$ cat config.mk
export PLATFORM = sky130hd
export DESIGN_NAME = ktm_mult
export DESIGN_NICKNAME = d
export VERILOG_FILES = /design/src/rtl/ktm_pkg.sv /design/src/rtl/ktm_school.sv /design/src/rtl/ktm_kara.sv /design/src/rtl/ktm_mult.sv
export SDC_FILE = /design/constraint.sdc
export NUM_CORES = 1
export LEC_CHECK = 0
export ABC_AREA = 1
export ABC_CLOCK_PERIOD_IN_PS = 800
export BUFFER_PORTS_ARGS = -buffer_cell sky130_fd_sc_hd__buf_2
export CAP_MARGIN = 20
export CORE_ASPECT_RATIO = 0.8
export CORE_MARGIN = 1
export CORE_UTILIZATION = 40
export DETAILED_ROUTE_END_ITERATION = 16
export HOLD_SLACK_MARGIN = 0.1
export PLACE_DENSITY = 0.55
export SETUP_SLACK_MARGIN = 0.3
export SYNTH_ARGS = -nofsm -noshare
export SYNTH_HDL_FRONTEND = slang
export SYNTH_SLANG_ARGS = --single-unit
$ cat constraint.sdc
create_clock -name clk_i -period 0.8 [get_ports clk_i]
set_input_delay 0.08 -clock clk_i [delete_from_list [all_inputs] [get_ports clk_i]]
set_output_delay 0.08 -clock clk_i [all_outputs]
set_load 0.1 [all_outputs]
$ cat src/rtl/ktm_pkg.sv
package ktm_pkg;
  typedef logic [1:0] trit_t;

  localparam trit_t TRIT_0 = 2'b00;
  localparam trit_t TRIT_1 = 2'b01;
  localparam trit_t TRIT_2 = 2'b10;

  function automatic trit_t gf3_clean(trit_t x);
    return (x == 2'b11) ? TRIT_0 : x;
  endfunction

  function automatic trit_t gf3_add(trit_t x, trit_t y);
    trit_t cx, cy;
    cx = gf3_clean(x);
    cy = gf3_clean(y);
    if (cx == TRIT_0) return cy;
    if (cy == TRIT_0) return cx;
    if (cx == cy) return (cx == TRIT_1) ? TRIT_2 : TRIT_1;
    return TRIT_0;
  endfunction

  function automatic trit_t gf3_neg(trit_t x);
    trit_t cx;
    cx = gf3_clean(x);
    return {cx[0], cx[1]};
  endfunction

  function automatic trit_t gf3_sub(trit_t x, trit_t y);
    return gf3_add(x, gf3_neg(y));
  endfunction

  function automatic trit_t gf3_mul(trit_t x, trit_t y);
    trit_t cx, cy;
    cx = gf3_clean(x);
    cy = gf3_clean(y);
    if (cx == TRIT_0 || cy == TRIT_0) return TRIT_0;
    return (cx == cy) ? TRIT_1 : TRIT_2;
  endfunction
endpackage

$ cat src/rtl/ktm_school.sv
module ktm_school
  import ktm_pkg::*;
#(
  parameter int N = 4
) (
  input  logic [2*N-1:0]       a_i,
  input  logic [2*N-1:0]       b_i,
  output logic [2*(2*N-1)-1:0] p_o
);
  localparam int PT = 2*N-1;

  always_comb begin
    p_o = '0;
    for (int i = 0; i < N; i++) begin
      for (int j = 0; j < N; j++) begin
        p_o[2*(i+j) +: 2] = gf3_add(p_o[2*(i+j) +: 2],
                                    gf3_mul(a_i[2*i +: 2], b_i[2*j +: 2]));
      end
    end
  end

  logic unused_pt;
  assign unused_pt = (PT == 0);
endmodule

$ cat src/rtl/ktm_kara.sv
module ktm_kara
  import ktm_pkg::*;
#(
  parameter int N      = 7,
  parameter int LEVELS = 2
) (
  input  logic [2*N-1:0]       a_i,
  input  logic [2*N-1:0]       b_i,
  output logic [2*(2*N-1)-1:0] p_o
);
  localparam int H  = (N + 1) / 2;   // low half, ceil
  localparam int L  = N - H;         // high half, floor
  localparam int SW = 2*(2*H-1);     // sub-product width
  localparam int WW = 2*(4*H-1);     // combine width, >= output width
  localparam int PW = 2*(2*N-1);

  if (LEVELS == 0 || N < 2) begin : g_leaf
    ktm_school #(.N(N)) u_school (
      .a_i(a_i),
      .b_i(b_i),
      .p_o(p_o)
    );
  end else begin : g_split
    logic [2*H-1:0] a_lo, a_hi, a_sum;
    logic [2*H-1:0] b_lo, b_hi, b_sum;
    logic [SW-1:0]  p_lo, p_hi, p_mid;
    logic [WW-1:0]  acc;

    always_comb begin
      a_lo = a_i[2*H-1:0];
      b_lo = b_i[2*H-1:0];
      a_hi = '0;
      b_hi = '0;
      a_hi[2*L-1:0] = a_i[2*N-1:2*H];
      b_hi[2*L-1:0] = b_i[2*N-1:2*H];
      for (int k = 0; k < H; k++) begin
        a_sum[2*k +: 2] = gf3_add(a_lo[2*k +: 2], a_hi[2*k +: 2]);
        b_sum[2*k +: 2] = gf3_add(b_lo[2*k +: 2], b_hi[2*k +: 2]);
      end
    end

    ktm_kara #(.N(H), .LEVELS(LEVELS-1)) u_lo (
      .a_i(a_lo), .b_i(b_lo), .p_o(p_lo)
    );
    ktm_kara #(.N(H), .LEVELS(LEVELS-1)) u_hi (
      .a_i(a_hi), .b_i(b_hi), .p_o(p_hi)
    );
    ktm_kara #(.N(H), .LEVELS(LEVELS-1)) u_mid (
      .a_i(a_sum), .b_i(b_sum), .p_o(p_mid)
    );

    // recombine at offsets 0, H, 2H; trits past 2N-2 are zero by algebra
    always_comb begin
      trit_t mid_t;
      acc = '0;
      for (int k = 0; k < 2*H-1; k++) begin
        mid_t = gf3_sub(gf3_sub(p_mid[2*k +: 2], p_lo[2*k +: 2]), p_hi[2*k +: 2]);
        acc[2*k +: 2]       = gf3_add(acc[2*k +: 2], p_lo[2*k +: 2]);
        acc[2*(k+H) +: 2]   = gf3_add(acc[2*(k+H) +: 2], mid_t);
        acc[2*(k+2*H) +: 2] = gf3_add(acc[2*(k+2*H) +: 2], p_hi[2*k +: 2]);
      end
    end

    assign p_o = acc[PW-1:0];

    logic unused_acc;
    assign unused_acc = ^acc;
  end
endmodule

$ cat src/rtl/ktm_mult.sv
module ktm_mult
  import ktm_pkg::*;
#(
  parameter int DIGITS  = 7,
  parameter int KLEVELS = 2
) (
  input  logic                      clk_i,
  input  logic                      rst_ni,
  input  logic [2*DIGITS-1:0]       a_i,
  input  logic [2*DIGITS-1:0]       b_i,
  output logic [2*(2*DIGITS-1)-1:0] p_o
);
  localparam int AW = 2*DIGITS;
  localparam int PT = 2*DIGITS-1;
  localparam int PW = 2*PT;
  localparam logic [AW-1:0] UNIT = AW'(1);

  logic [PW-1:0] prod;

  ktm_kara #(.N(DIGITS), .LEVELS(KLEVELS)) u_core (
    .a_i(a_i),
    .b_i(b_i),
    .p_o(prod)
  );

  always_ff @(posedge clk_i or negedge rst_ni) begin
    if (!rst_ni) p_o <= '0;
    else         p_o <= prod;
  end

  // assertion helper: operand A with illegal codes mapped to zero
  logic [AW-1:0] a_clean;
  for (genvar k = 0; k < DIGITS; k++) begin : g_clean
    assign a_clean[2*k +: 2] = gf3_clean(a_i[2*k +: 2]);
  end

  for (genvar k = 0; k < PT; k++) begin : g_legal
    p_legal_code_r4: assert property (@(posedge clk_i) disable iff (!rst_ni)
      p_o[2*k +: 2] != 2'b11);
  end

  p_zero_operand_r7: assert property (@(posedge clk_i) disable iff (!rst_ni)
    (a_i == '0 || b_i == '0) |=> p_o == '0);

  p_unit_identity_r8: assert property (@(posedge clk_i) disable iff (!rst_ni)
    (b_i == UNIT) |=> p_o == PW'($past(a_clean)));

  p_low_trit_r9: assert property (@(posedge clk_i) disable iff (!rst_ni)
    1'b1 |=> p_o[1:0] == gf3_mul($past(a_i[1:0]), $past(b_i[1:0])));

  p_high_trit_r9: assert property (@(posedge clk_i) disable iff (!rst_ni)
    1'b1 |=> p_o[PW-1 -: 2] == gf3_mul($past(a_i[AW-1 -: 2]), $past(b_i[AW-1 -: 2])));
endmodule

Word-level counts from Yosys, hierarchy flattened
Index checks and enable logic that the tools add are counted.
{ "word_totals": {"register_bits": 26, "inputBits": 30, "word_cells": 1741, "output_inout_bits": 26} }
{ "op_classes": {"eq_ne": 356, "reduce_logical": 167, "mux": 1217} }
{ "ops": {"columns": ["operator", "n"], "rows": [
  ["$mux W2", 782],
  ["$mux W1", 435],
  ["$eq A2 B2 Y1 const B", 191],
  ["$logic_not A2 Y1", 134],
  ["$eq A2 B2 Y1", 97],
  ["$eq A2 B1 Y1 const B", 68],
  ["$logic_or A1 B1 Y1", 33]
]} }

Depth between registers and ports, before layout
Gate-level depths: netlist of the first run.
{ "depth": {"word_depth": 92, "depth_mapped": 49, "mapped_depth_nobuf": 49} }

Hierarchy
Synthesis of the first run repeated with hierarchy kept, for this count alone.
{ "unflattened": {"hier_cells": 2142, "hier_area_um2": 12847.3} }
{ "by_module_without_submodules": {"columns": ["module", "instances", "cells_each", "seq_area_each_um2", "area_each_um2"], "rows": [
  ["ktm_kara (u_core)", 1, 622, 0.0, 3612.2],
  ["ktm_school", 9, 70, 0.0, 387.9],
  ["ktm_kara (u_core.g_split.u_lo)", 1, 290, 0.0, 1730.4],
  ["ktm_kara (u_core.g_split.u_hi)", 1, 288, 0.0, 1682.9],
  ["ktm_kara (u_core.g_split.u_mid)", 1, 286, 0.0, 1680.4],
  ["ktm_mult", 1, 26, 650.6, 650.6]
]} }

Worst setup path after synthesis of the first run
No wires, ideal clock.
{ "synth_timing": {"path_kind": "input -> register", "start": "in b_i[11]", "end": "reg p_o[16]", "cell_stages": 42, "required_ns": 0.735, "setup_time_ns": 0.065, "path_slack_ns": -5.213, "path_buffers": 1, "arrival_ns": 5.949, "cell_sequence": "inv_1 ha_1 buf_2 xnor2_1 nand3_1 nand3b_1 a22oi_1 inv_1 ha_1 xnor2_1 nand3_1 a22oi_1 inv_1 ha_1 nor2_1 inv_1 nor2_1 inv_1 [... 6 more ...] ha_1 nand3_1 o21ai_0 nor2_1 inv_1 ha_1 xnor2_1 a31o_2 a22oi_1 ha_1 xnor2_1 a31o_2 a22oi_1 inv_1 ha_1 a21oi_1 nand2_1 nand2_1"} }
{ "synth_via": {"elab_chain_cells": 80, "word_cells_on_any_way": 224, "classes_between": "eq/ne: 45; mux: 159; reduce/logical: 20"} }
{ "synth_lines": {"columns": ["element", "line_no", "rtl"], "rows": [
  ["start: declaration", "ktm_mult.sv:10", "input logic [2*DIGITS-1:0] b_i,"],
  ["$eq A2 B2 Y1", "ktm_pkg.sv:9", "return (x == 2'b11) ? TRIT_0 : x;"],
  ["$mux W2 *", "ktm_pkg.sv:9", null],
  ["$eq A2 B2 Y1", "ktm_pkg.sv:18", "if (cx == cy) return (cx == TRIT_1) ? TRIT_2 : TRIT_1;"],
  ["$mux W1 (2 in a row)", "ktm_pkg.sv:18", null],
  ["$mux W1", "ktm_pkg.sv:17", "if (cy == TRIT_0) return cx;"],
  ["$mux W2", "ktm_pkg.sv:19", "return TRIT_0;"],
  ["$mux W2", "ktm_pkg.sv:18", null],
  ["$mux W2", "ktm_pkg.sv:17", null],
  ["[... 63 more ...]", null, null],
  ["$mux W2 *", "ktm_pkg.sv:9", null],
  ["$eq A2 B2 Y1", "ktm_pkg.sv:18", null],
  ["$mux W1 (2 in a row)", "ktm_pkg.sv:18", null],
  ["$mux W1", "ktm_pkg.sv:17", null],
  ["$mux W2", "ktm_pkg.sv:19", null],
  ["$mux W2", "ktm_pkg.sv:18", null],
  ["$mux W2 *", "ktm_pkg.sv:17", null],
  ["named net prod[16]", "ktm_mult.sv:18", "logic [PW-1:0] prod;"],
  ["end signal: assignment", "ktm_mult.sv:28", "else p_o <= prod;"],
  ["end: declaration", "ktm_mult.sv:11", "output logic [2*(2*DIGITS-1)-1:0] p_o"]
]} }
The timed path passes the listed nets; every way through them passes the cells marked *. The select of a mux whose other input is x is not followed.

Worst setup path in the final report of the first run
{ "layout_timing": {"start": "in b_i[8]", "end": "reg p_o[13]"} }
{ "layout_via": {"elab_chain_cells": 84, "word_cells_on_any_way": 240, "classes_between": "eq/ne: 53; mux: 167; reduce/logical: 20"} }
{ "layout_lines": {"columns": ["element", "line_no"], "rows": [
  ["$eq A2 B2 Y1", "ktm_pkg.sv:9"],
  ["$mux W2 *", "ktm_pkg.sv:9"],
  ["$eq A2 B2 Y1", "ktm_pkg.sv:18"],
  ["$mux W1 (2 in a row)", "ktm_pkg.sv:18"],
  ["$mux W1", "ktm_pkg.sv:17"],
  ["$mux W2", "ktm_pkg.sv:19"],
  ["$mux W2", "ktm_pkg.sv:18"],
  ["$mux W2", "ktm_pkg.sv:17"],
  ["[... 67 more ...]", null],
  ["$mux W2 *", "ktm_pkg.sv:9"],
  ["$eq A2 B2 Y1", "ktm_pkg.sv:18"],
  ["$mux W1 (2 in a row)", "ktm_pkg.sv:18"],
  ["$mux W1", "ktm_pkg.sv:17"],
  ["$mux W2", "ktm_pkg.sv:19"],
  ["$mux W2", "ktm_pkg.sv:18"],
  ["$mux W2 *", "ktm_pkg.sv:17"],
  ["named net prod[13]", "ktm_mult.sv:18"]
]} }
Marked as above.

==> results of run 1 <==
[worst paths after layout]
path	startpoint	to	slack (ns)	cells after the start
max	b_i[8]	p_o[13]$_DFF_PN0_	-5.03	40
max in group asynchronous	rst_ni	p_o[4]$_DFF_PN0_	0.33	3
min	rst_ni	p_o[15]$_DFF_PN0_	0.29	3
min in group clk_i	b_i[1]	p_o[1]$_DFF_PN0_	0.55	7
[cells in the mapped netlist (6+ instances only)]
| library cell | count | area (sq um) |
|---|---|---|
| xor2_1 | 20 | 175 |
| a31o_2 | 18 | 158 |
| nand2_2 | 12 | 75.1 |
| nand3_1 | 52 | 260 |
| buf_2 | 16 | 80.1 |
| a21oi_1 | 76 | 380 |
| o21ai_0 | 37 | 185 |
| nand2_1 | 194 | 728 |
| nand2_4 | 7 | 78.8 |
| xnor2_1 | 82 | 718 |
| buf_6 | 7 | 78.8 |
| dfrtp_1 | 26 | 651 |
| o21ai_1 | 13 | 65.1 |
| inv_1 | 270 | 1010 |
| ha_1 | 155 | 1940 |
| nor3_1 | 7 | 35.0 |
| buf_4 | 10 | 75.1 |
| a22oi_1 | 46 | 345 |
| inv_2 | 10 | 37.5 |
| nor2_1 | 99 | 372 |
| o21a_1 | 6 | 45.0 |
| nand4_1 | 36 | 225 |
[per-layer routing]
layer  track usage  routed length [microns]  share of wire
met5             0                        0              0
met2         0.406                    12800           0.48
met3        0.0214                      771          0.029
met4        0.0494                      485          0.018
met1         0.345                    12800           0.48
[area by class of cell]
cell class | count | share of cell area
Multi-Input combinational cell | 928 | 0.622
Timing Repair Buffer | 362 | 0.220
Inverter | 284 | 0.0794
Sequential cell | 26 | 0.0496
Tap cell | 269 | 0.0224
Clock buffer | 3 | 0.00500
Clock inverter | 1 | 0.00200
[per-stage QoR]
stage / area [sq um] / setup slack [ns] / std cells
6_report: 15000 / -5.03 / 1873
2_1_floorplan: 9980 / -4.79 / 1272
3_3_place_gp: 12600 / -5.48 / 1817
4_1_cts: 14100 / -4.92 / 1859
5_1_grt: 15000 / -5.46 / 1873
3_5_place_dp: 12600 / -5.55 / 1817
[worst max-delay path: cells and delay by family]
family          cells  cell delay [ns]
compound gates     14             2.39
buf+inv             8             0.73
fa+ha+maj           8             1.61
xor+xnor            6             0.79
simple gates        4             0.40
[cell families after synthesis]
| logic type | after synthesis | synth area share |
|---|---|---|
| flip-flops | 26 | 0.0772 |
| adder cells (fa/ha/maj) | 155 | 0.230 |
| AO/OA/AOI/OAI | 231 | 0.175 |
| XOR/XNOR | 108 | 0.118 |
| AND/OR/NAND/NOR | 434 | 0.244 |
| buffers and inverters | 318 | 0.156 |
[timing repair]
action,CTS,global route
gates cloned,0,0
setup buffers,37,14
setup endpoints to repair,52,52
pin swaps,188,143
hold buffers,1,0
resized for setup,270,192
hold endpoints to repair,26,0
==> impl_metrics.env, run 1 <==
export IMPL_outcome="finished with violations"
export IMPL_violations="negative setup slack"
export IMPL_fin_ws_ns=-5.03
export IMPL_synth_fp_nets=1457
export IMPL_initial_utilization=0.408
export IMPL_slowest_delay_ns=0.29
export IMPL_multi_input_area_sq_mm=0.00934
export IMPL_tns_ns=-80.99
export IMPL_clock_sinks=26
export IMPL_rsz0062_at_grt="true"
export IMPL_drc_errors=0
export IMPL_htree_levels=1
export IMPL_finalCriticalPeriod_ns=5.83
export IMPL_synthArstFlopShare=1.00
export IMPL_hpwlAfterDp_microns=21300
export IMPL_grt_util_all_layers=0.245
export IMPL_largest_register_ffs=26
export IMPL_grt_max_degree=27
export IMPL_die_area_sq_mm=0.0216
export IMPL_synth_cell_types=56
export IMPL_worst_setup_path_end_kind="flip-flop"
export IMPL_synth_edf_count=0
export IMPL_cp_common_cell="ha_4"
export IMPL_diodes=0
export IMPL_hold_violations=0
export IMPL_antenna_found_initial=0
export IMPL_avgRoutedWirePerCell_microns=14.4
export IMPL_via_per_inst=4.98
export IMPL_syn_to_final_growth_pct=78.3
export IMPL_required_ns=0.99
export IMPL_drt_initial_drc_count=434
export IMPL_path_clk_slew_ns=0.07
export IMPL_crit_arrival_ns=6.02
export IMPL_ys_flop_type="dfrtp_1"
export IMPL_final_common_cell="buf_4"
export IMPL_layout_drive_gt1_share=0.604
export IMPL_grt_pass1_vias=8906
export IMPL_vias=9325
export IMPL_fin_util=0.728
export IMPL_crit_slowest_cell="a22oi_2"
export IMPL_gp_congestion=0.860
export IMPL_synthCells=1272
export IMPL_coreArea_sq_mm=0.0206
export IMPL_grt_pass1_wl_microns=42900
export IMPL_cts_root_buffer="clkbuf_16"
export IMPL_numCtsBuffers=3
export IMPL_finalSetupViolations=52
export IMPL_std_cell_rows=47
export IMPL_fin_crit_sh=7.28
export IMPL_synth_seq_area_share=0.0772
export IMPL_top_register="p_o"
export IMPL_reg_top3="p_o x26"
export IMPL_io_pins=56
export IMPL_seqCellArea_sq_um=744
export IMPL_cts_tree="built"
export IMPL_slew_limit_headroom=0.761
export IMPL_yosys_warnings=0
export IMPL_syn_area_per_cell_sq_um=6.62
export IMPL_crit_path_start_kind="input port"
export IMPL_routed_wl_microns=26900
export IMPL_path_max_fanout=4
export IMPL_drtAntennaViolNets=0
export IMPL_overflow=0
export IMPL_clockBufferDepth=2
export IMPL_synth_area_sq_mm=0.00842
export IMPL_criticalPathCategory="input port to flip-flop"
export IMPL_slew_violations=0
export IMPL_fp_dieH_microns=132
export IMPL_worst_pin_slew_ns=0.358
export IMPL_hold_path_class="input port to asynchronous set/reset pin"
export IMPL_ys_seq_elements=26
export IMPL_fin_nets=1790
export IMPL_drt_pass1_iterations=5
export IMPL_fp_dieW_microns=164
export IMPL_fmax_mhz=172
export IMPL_maxCapViolCount=0
export IMPL_final_cell_mix="buf_4 (270), nand2_1 (163), inv_1 (161)"
export IMPL_place_port_buffers=55
export IMPL_hold_ws_ns=0.287
export IMPL_num_fill_cells=1542
Power of run 1 is left out: the tool's default activity adds up to more than one toggle a clock period on the data nets, which glitch-free logic cannot reach.
==> run 2: changes to the inputs <==
--- a/config.mk
+++ b/config.mk
@@ -15,7 +15,9 @@
 export DETAILED_ROUTE_END_ITERATION = 16
 export HOLD_SLACK_MARGIN = 0.1
 export PLACE_DENSITY = 0.55
+export REMOVE_ABC_BUFFERS = 1
 export SETUP_SLACK_MARGIN = 0.3
+export SKIP_LAST_GASP = 1
 export SYNTH_ARGS = -nofsm -noshare
 export SYNTH_HDL_FRONTEND = slang
 export SYNTH_SLANG_ARGS = --single-unit
==> run 2 against run 1 <==
The run still ends with negative setup slack left. Critical path depth rose by 5. Core utilization rose by 2.6 points. Flip-flop and latch count did not move. Clock-buffer cell count did not move. Global-route usage rose by 0.26 points. Sequential share of layout area fell by 0.77 points. Worst hold slack got worse by 0.017 ns. Largest cell class unchanged. Highest routed layer unchanged.
==> impl_metrics.env, run 2 (synthesis results as in run 1) <==
export IMPL_drt_initial_drc_count=454
export IMPL_finalCriticalPeriod_ns=5.90
export IMPL_clock_sinks=26
export IMPL_maxCapViolCount=0
export IMPL_crit_path_start_kind="input port"
export IMPL_seqCellArea_sq_um=651
export IMPL_slew_violations=0
export IMPL_finalSetupViolations=52
export IMPL_hpwlAfterDp_microns=19900
export IMPL_drc_errors=0
export IMPL_drt_pass1_iterations=5
export IMPL_grt_pass1_wl_microns=44300
export IMPL_grt_pass1_vias=9426
export IMPL_drtAntennaViolNets=0
export IMPL_syn_to_final_growth_pct=84.6
export IMPL_slew_limit_headroom=0.750
export IMPL_crit_arrival_ns=6.11
export IMPL_final_cell_mix="buf_4 (337), inv_1 (163), nand2_1 (145)"
export IMPL_coreArea_sq_mm=0.0206
export IMPL_dp_worst_setup_slack_ns=-5.86
export IMPL_reg_top3="p_o x26"
export IMPL_path_clk_slew_ns=0.08
export IMPL_cts_tree="built"
export IMPL_slowest_delay_ns=0.28
export IMPL_rsz0062_at_grt="true"
export IMPL_hold_path_class="input port to asynchronous set/reset pin"
export IMPL_initial_utilization=0.408
export IMPL_worst_pin_slew_ns=0.371
export IMPL_layout_drive_gt1_share=0.614
export IMPL_vias=9875
export IMPL_htree_levels=1
export IMPL_io_pins=56
export IMPL_required_ns=1.02
export IMPL_hold_ws_ns=0.270
export IMPL_worst_setup_path_end_kind="flip-flop"
export IMPL_std_cell_rows=47
export IMPL_routed_wl_microns=29100
export IMPL_fin_nets=1871
export IMPL_grt_util_all_layers=0.248
export IMPL_crit_slowest_cell="ha_4"
export IMPL_criticalPathCategory="input port to flip-flop"
export IMPL_cts_root_buffer="clkbuf_16"
export IMPL_top_register="p_o"
export IMPL_final_common_cell="buf_4"
export IMPL_stdcell_count=1954
export IMPL_avgRoutedWirePerCell_microns=14.9
export IMPL_tns_ns=-84.12
export IMPL_place_inst=1868
export IMPL_crit_start="b_i[11]"
export IMPL_fp_dieW_microns=164
export IMPL_fin_ws_ns=-5.10
export IMPL_path_max_fanout=3
export IMPL_via_per_inst=5.05
export IMPL_clockBufferDepth=2
export IMPL_gp_congestion=0.895
export IMPL_place_port_buffers=55
export IMPL_overflow=0
export IMPL_outcome="finished with violations"
export IMPL_fp_dieH_microns=132
export IMPL_numCtsBuffers=3
export IMPL_hold_violations=0
export IMPL_grt_max_degree=27
export IMPL_antenna_found_initial=0
export IMPL_diodes=0
export IMPL_multi_input_area_sq_mm=0.00937
export IMPL_num_fill_cells=1337
export IMPL_largest_register_ffs=26
export IMPL_violations="negative setup slack"
export IMPL_die_area_sq_mm=0.0216
export IMPL_fin_crit_sh=7.37
export IMPL_fmax_mhz=170
run 2: changes by cell type in the layout (fill, tap and decap cells not counted), sizes merged:
cell | previous run | this run
buf | 361 | 442
run 2: repair_timing:
| item | in CTS | in global routing |
|---|---|---|
| endpoints found under the hold margin | 26 | 0 |
| pin swaps | 209 | 217 |
| gates resized for setup | 516 | 256 |
| setup endpoints to repair | 52 | 52 |
| setup buffers | 46 | 35 |
| hold buffers | 1 | 0 |
run 2: metrics by stage:
| stage | util | instance area, sq um |
|---|---|---|
| finish | 0.754 | 15600 |
| global route | 0.754 | 15600 |
| CTS | 0.689 | 14200 |
| detailed placement | 0.558 | 11500 |
| global placement | 0.558 | 11500 |
| floorplan | - | 8190 |
run 2: final cells by class:
cell class	count	share of cell area
clock buffer	3	0.00483
clock inverter	1	0.00193
inverter	284	0.0727
multi-input combinational	928	0.603
sequential	26	0.0418
tap	269	0.0216
timing repair buffer	443	0.255
run 2: layer usage:
metal / GRT usage / wire length [microns]
met5: 0 / 0
met4: 0.0350 / 575
met3: 0.0116 / 914
met2: 0.448 / 14800
met1: 0.330 / 12900
run 2: worst max-delay path: cells and delay by family:
family | cells | cell delay (ns)
AOI/OAI and AO/OA | 7 | 1.33
xor gates and xnor gates | 5 | 0.70
buffers and inverters | 10 | 0.88
adders and majority gates | 8 | 1.74
and+or+nand+nor | 15 | 1.38
run 2: worst max path at each step:
| stage | slack (ns) | endpoint | cells past startpoint |
|---|---|---|---|
| after floorplan | -5.21 | p_o[16]$_DFF_PN0_ | 41 |
| after global placement | -5.72 | p_o[12]$_DFF_PN0_ | 42 |
| after detailed placement | -5.86 | p_o[16]$_DFF_PN0_ | 43 |
| after CTS | -4.90 | p_o[16]$_DFF_PN0_ | 49 |
| after global routing | -5.43 | p_o[16]$_DFF_PN0_ | 45 |
| final | -5.10 | p_o[16]$_DFF_PN0_ | 45 |
Power of run 2 is left out for the same reason.
==> run 3: changes to the inputs <==
--- a/config.mk
+++ b/config.mk
@@ -9,15 +9,16 @@
 export ABC_CLOCK_PERIOD_IN_PS = 800
 export BUFFER_PORTS_ARGS = -buffer_cell sky130_fd_sc_hd__buf_2
 export CAP_MARGIN = 20
+export CELL_PAD_IN_SITES_DETAIL_PLACEMENT = 1
+export CELL_PAD_IN_SITES_GLOBAL_PLACEMENT = 1
 export CORE_ASPECT_RATIO = 0.8
 export CORE_MARGIN = 1
 export CORE_UTILIZATION = 40
 export DETAILED_ROUTE_END_ITERATION = 16
 export HOLD_SLACK_MARGIN = 0.1
-export PLACE_DENSITY = 0.55
+export PLACE_DENSITY = 0.72
 export REMOVE_ABC_BUFFERS = 1
 export SETUP_SLACK_MARGIN = 0.3
-export SKIP_LAST_GASP = 1
 export SYNTH_ARGS = -nofsm -noshare
 export SYNTH_HDL_FRONTEND = slang
 export SYNTH_SLANG_ARGS = --single-unit
==> run 3 against run 2 <==
The run now fails in global routing. Synthesized cell count stayed put. Area after synthesis stayed put.
==> impl_metrics.env, run 3 <==
export IMPL_initial_utilization=0.408
export IMPL_synth_cell_types=56
export IMPL_fp_dieW_microns=164
export IMPL_grt_max_degree=27
export IMPL_cts_root_buffer="clkbuf_16"
export IMPL_outcome="aborted with a tool error"
export IMPL_io_pins=56
export IMPL_synth_top_area_frac=0.230
export IMPL_htree_levels=1
export IMPL_fp_dieH_microns=132
export IMPL_overflow=707
export IMPL_std_cell_rows=47
export IMPL_yosys_warnings=0
export IMPL_gp_congestion=0.879
export IMPL_clock_sinks=26
export IMPL_synth_most_common_cell="inv_1"
export IMPL_clockBufferDepth=2
export IMPL_syn_area_per_cell_sq_um=6.62
export IMPL_synth_edf_count=0
export IMPL_place_port_buffers=55
export IMPL_synthArstFlopShare=1.00
export IMPL_error_line="[ERROR GRT-0232] Routing congestion too high. Check the congestion heatmap in the GUI."
export IMPL_hpwlAfterDp_microns=24900
export IMPL_netlist_top_cells_area="ha_1 (23%), inv_1 (12%), nand2_1 (8.6%)"
export IMPL_synthCells=1272
export IMPL_ys_flop_type="dfrtp_1"
export IMPL_grt_repair_worst_endpoint="p_o[16]$_DFF_PN0_/D"
export IMPL_stop_stage="global routing"
export IMPL_grt_util_all_layers=0.904
export IMPL_synth_area_sq_mm=0.00842
export IMPL_place_inst=1862
export IMPL_worstEndpointType="register data pin"
export IMPL_dpl_instance_area_sq_mm=0.0115
export IMPL_synth_top_cells_by_count="inv_1 (270), nand2_1 (194), ha_1 (155)"
export IMPL_synth_area_leader_cell="ha_1"
export IMPL_ys_seq_elements=26
export IMPL_synth_seq_area_share=0.0772
export IMPL_numCtsBuffers=3
## run 3: what timing repair did
item                                   in CTS
hold buffers                                1
buffers inserted                           50
pin swaps                                 260
endpoints found under the hold margin      26
setup endpoints to repair                  52
resized for setup                         601
gates cloned                                0
## run 3: through the flow
stage                     utilization  hold slack [ns]  setup slack [ns]
after floorplan                     -           -0.216             -5.21
after CTS                       0.704            0.281             -5.08
after global placement          0.555           0.0406             -5.84
after detailed placement        0.555           0.0416             -6.23
## run 3: kinds of logic after synthesis
logic type,Yosys count,share of synthesized area
XOR/XNOR,108,0.118
adder cells (fa/ha/maj),155,0.230
flip-flops,26,0.0772
AO/OA/AOI/OAI,231,0.175
buffers and inverters,318,0.156
AND/OR/NAND/NOR,434,0.244
## run 3: metal layers
layer	GRT overflow	global-route usage
met2	489	1.08
met4	194	0.978
met5	2	0.291
met1	6	0.887
met3	16	0.739
==> run 4: changes to the inputs <==
--- a/config.mk
+++ b/config.mk
@@ -9,16 +9,11 @@
 export ABC_CLOCK_PERIOD_IN_PS = 800
 export BUFFER_PORTS_ARGS = -buffer_cell sky130_fd_sc_hd__buf_2
 export CAP_MARGIN = 20
-export CELL_PAD_IN_SITES_DETAIL_PLACEMENT = 1
-export CELL_PAD_IN_SITES_GLOBAL_PLACEMENT = 1
-export CORE_ASPECT_RATIO = 0.8
 export CORE_MARGIN = 1
-export CORE_UTILIZATION = 40
+export CORE_UTILIZATION = 25
 export DETAILED_ROUTE_END_ITERATION = 16
-export HOLD_SLACK_MARGIN = 0.1
-export PLACE_DENSITY = 0.72
+export PLACE_DENSITY_LB_ADDON = 0.15
 export REMOVE_ABC_BUFFERS = 1
-export SETUP_SLACK_MARGIN = 0.3
 export SYNTH_ARGS = -nofsm -noshare
 export SYNTH_HDL_FRONTEND = slang
 export SYNTH_SLANG_ARGS = --single-unit
==> run 4 against run 3 <==
The flow now finishes, with violations (negative setup slack).
==> impl_metrics.env, run 4 (synthesis results as in run 1) <==
export IMPL_die_area_sq_mm=0.0344
export IMPL_io_pins=56
export IMPL_stdcell_count=2118
export IMPL_worst_setup_path_end_kind="flip-flop"
export IMPL_reg_top3="p_o x26"
export IMPL_cts_tree="built"
export IMPL_numCtsBuffers=3
export IMPL_grt_pass1_vias=9290
export IMPL_hpwlAfterDp_microns=21700
export IMPL_clock_sinks=26
export IMPL_num_fill_cells=3209
export IMPL_diodes=0
export IMPL_drt_pass1_iterations=4
export IMPL_criticalPathCategory="input port to flip-flop"
export IMPL_crit_arrival_ns=5.86
export IMPL_switching_share=0.494
export IMPL_fmax_mhz=177
export IMPL_routed_wl_microns=27400
export IMPL_drc_errors=0
export IMPL_htree_levels=1
export IMPL_fin_nets=1862
export IMPL_violations="negative setup slack"
export IMPL_slowest_delay_ns=0.35
export IMPL_fp_dieH_microns=186
export IMPL_p_clk_frac=0.018
export IMPL_place_inst=2046
export IMPL_finalSetupViolations=52
export IMPL_worst_pin_slew_ns=0.369
export IMPL_hold_path_class="input port to asynchronous set/reset pin"
export IMPL_grt_util_all_layers=0.160
export IMPL_cts_root_buffer="clkbuf_16"
export IMPL_path_clk_slew_ns=0.08
export IMPL_std_cell_rows=66
export IMPL_syn_to_final_growth_pct=85.9
export IMPL_grt_max_degree=21
export IMPL_hold_violations=0
export IMPL_rsz0062_at_grt="true"
export IMPL_final_area_sq_mm=0.0157
export IMPL_drtAntennaViolNets=0
export IMPL_final_cell_mix="buf_4 (317), inv_1 (169), nand2_1 (160)"
export IMPL_p_switching_mw=36.9
export IMPL_final_common_cell="buf_4"
export IMPL_fp_dieW_microns=186
export IMPL_ir_drop_v=0.00356
export IMPL_vias=9288
export IMPL_slew_violations=0
export IMPL_dpl_instance_area_sq_mm=0.0118
export IMPL_via_per_inst=4.39
export IMPL_place_port_buffers=55
export IMPL_fin_crit_sh=7.05
export IMPL_coreArea_sq_mm=0.0329
export IMPL_gp_congestion=0.820
export IMPL_initial_utilization=0.256
export IMPL_p_leak_nw=7.15
export IMPL_fin_util=0.477
export IMPL_fin_ws_ns=-4.84
export IMPL_clockBufferDepth=2
export IMPL_slew_limit_headroom=0.752
export IMPL_outcome="finished with violations"
export IMPL_power_density_mw_per_mm2=4760
export IMPL_antenna_found_initial=0
export IMPL_largest_register_ffs=26
export IMPL_top_register="p_o"
export IMPL_drt_initial_drc_count=291
export IMPL_cp_common_cell="ha_4"
export IMPL_finalCriticalPeriod_ns=5.64
export IMPL_grt_pass1_wl_microns=44400
export IMPL_pwr_share_comb=0.950
export IMPL_overflow=0
export IMPL_p_int_mw=37.7
export IMPL_crit_slowest_cell="ha_1"
export IMPL_avgRoutedWirePerCell_microns=13.0
export IMPL_layout_drive_gt1_share=0.604
export IMPL_pwr_share_seq=0.031
export IMPL_path_max_fanout=3
export IMPL_crit_path_start_kind="input port"
export IMPL_required_ns=1.02
export IMPL_maxCapViolCount=0
## run 4: power by group through the flow
stage / Sequential, mW / Clock, mW / Combinational (mW)
2_1_floorplan: 5.26 / 0 / 30.8
3_5_place_dp: 2.33 / 0 / 46.5
5_1_grt: 2.36 / 1.45 / 75.9
4_1_cts: 2.33 / 1.44 / 63.9
3_3_place_gp: 2.34 / 0 / 46.0
6_report: 2.35 / 1.35 / 70.9
## run 4: path summary, 6_finish.rpt
kind                         start  cells after the start  slack, ns           endpoint
setup / recovery           a_i[12]                     40      -4.84  p_o[12]$_DFF_PN0_
hold / removal              rst_ni                      2       0.20  p_o[25]$_DFF_PN0_
max in group asynchronous   rst_ni                      3       0.20   p_o[3]$_DFF_PN0_
min in group clk_i          b_i[0]                      8       0.57   p_o[1]$_DFF_PN0_
## run 4: routing by layer
layer | routed length, microns | up-vias | global-route usage | part of all wire
li1 | - | 4877 | - | -
met1 | 12700 | 4321 | 0.207 | 0.46
met2 | 14000 | 74 | 0.294 | 0.51
met3 | 383 | 16 | 0.00665 | 0.014
met4 | 359 | 0 | 0.0318 | 0.013
met5 | 0 | - | 0 | 0
## run 4: area by class of cell
| cell class | instances | area, sq um | area share |
|---|---|---|---|
| Multi-Input combinational cell | 928 | 9310 | 0.594 |
| Timing Repair Buffer | 434 | 3940 | 0.251 |
| Inverter | 284 | 1130 | 0.0721 |
| Sequential cell | 26 | 651 | 0.0415 |
| Tap cell | 442 | 553 | 0.0353 |
| Clock buffer | 4 | 88.8 | 0.00567 |
## run 4: repair_timing
action | in CTS | in global routing
endpoints found under the hold margin | 26 | 0
pin swaps | 225 | 248
hold buffers | 1 | 0
gates resized for setup | 537 | 237
setup buffers | 50 | 41
setup endpoints to repair | 52 | 52
## run 4: critical path, delay by kind of cell
family,cells,cell delay [ns]
xor gates and xnor gates,5,0.69
and+or+nand+nor,6,0.63
buffers and inverters,8,0.76
AOI/OAI and AO/OA,13,1.92
adders and majority gates,8,1.78
## run 4: through the flow
step	hold slack [ns]	total power, mW	setup slack, ns	TNS [ns]
floorplan	-0.216	36.1	-5.21	-80.51
global placement	-0.0360	48.3	-5.78	-93.31
detailed placement	-0.0362	48.8	-5.90	-94.70
CTS	0.197	67.7	-5.03	-79.02
global route	0.235	79.7	-5.30	-86.63
finish	0.200	74.6	-4.84	-79.42
Note: power is estimated with default switching activity, not from simulation.
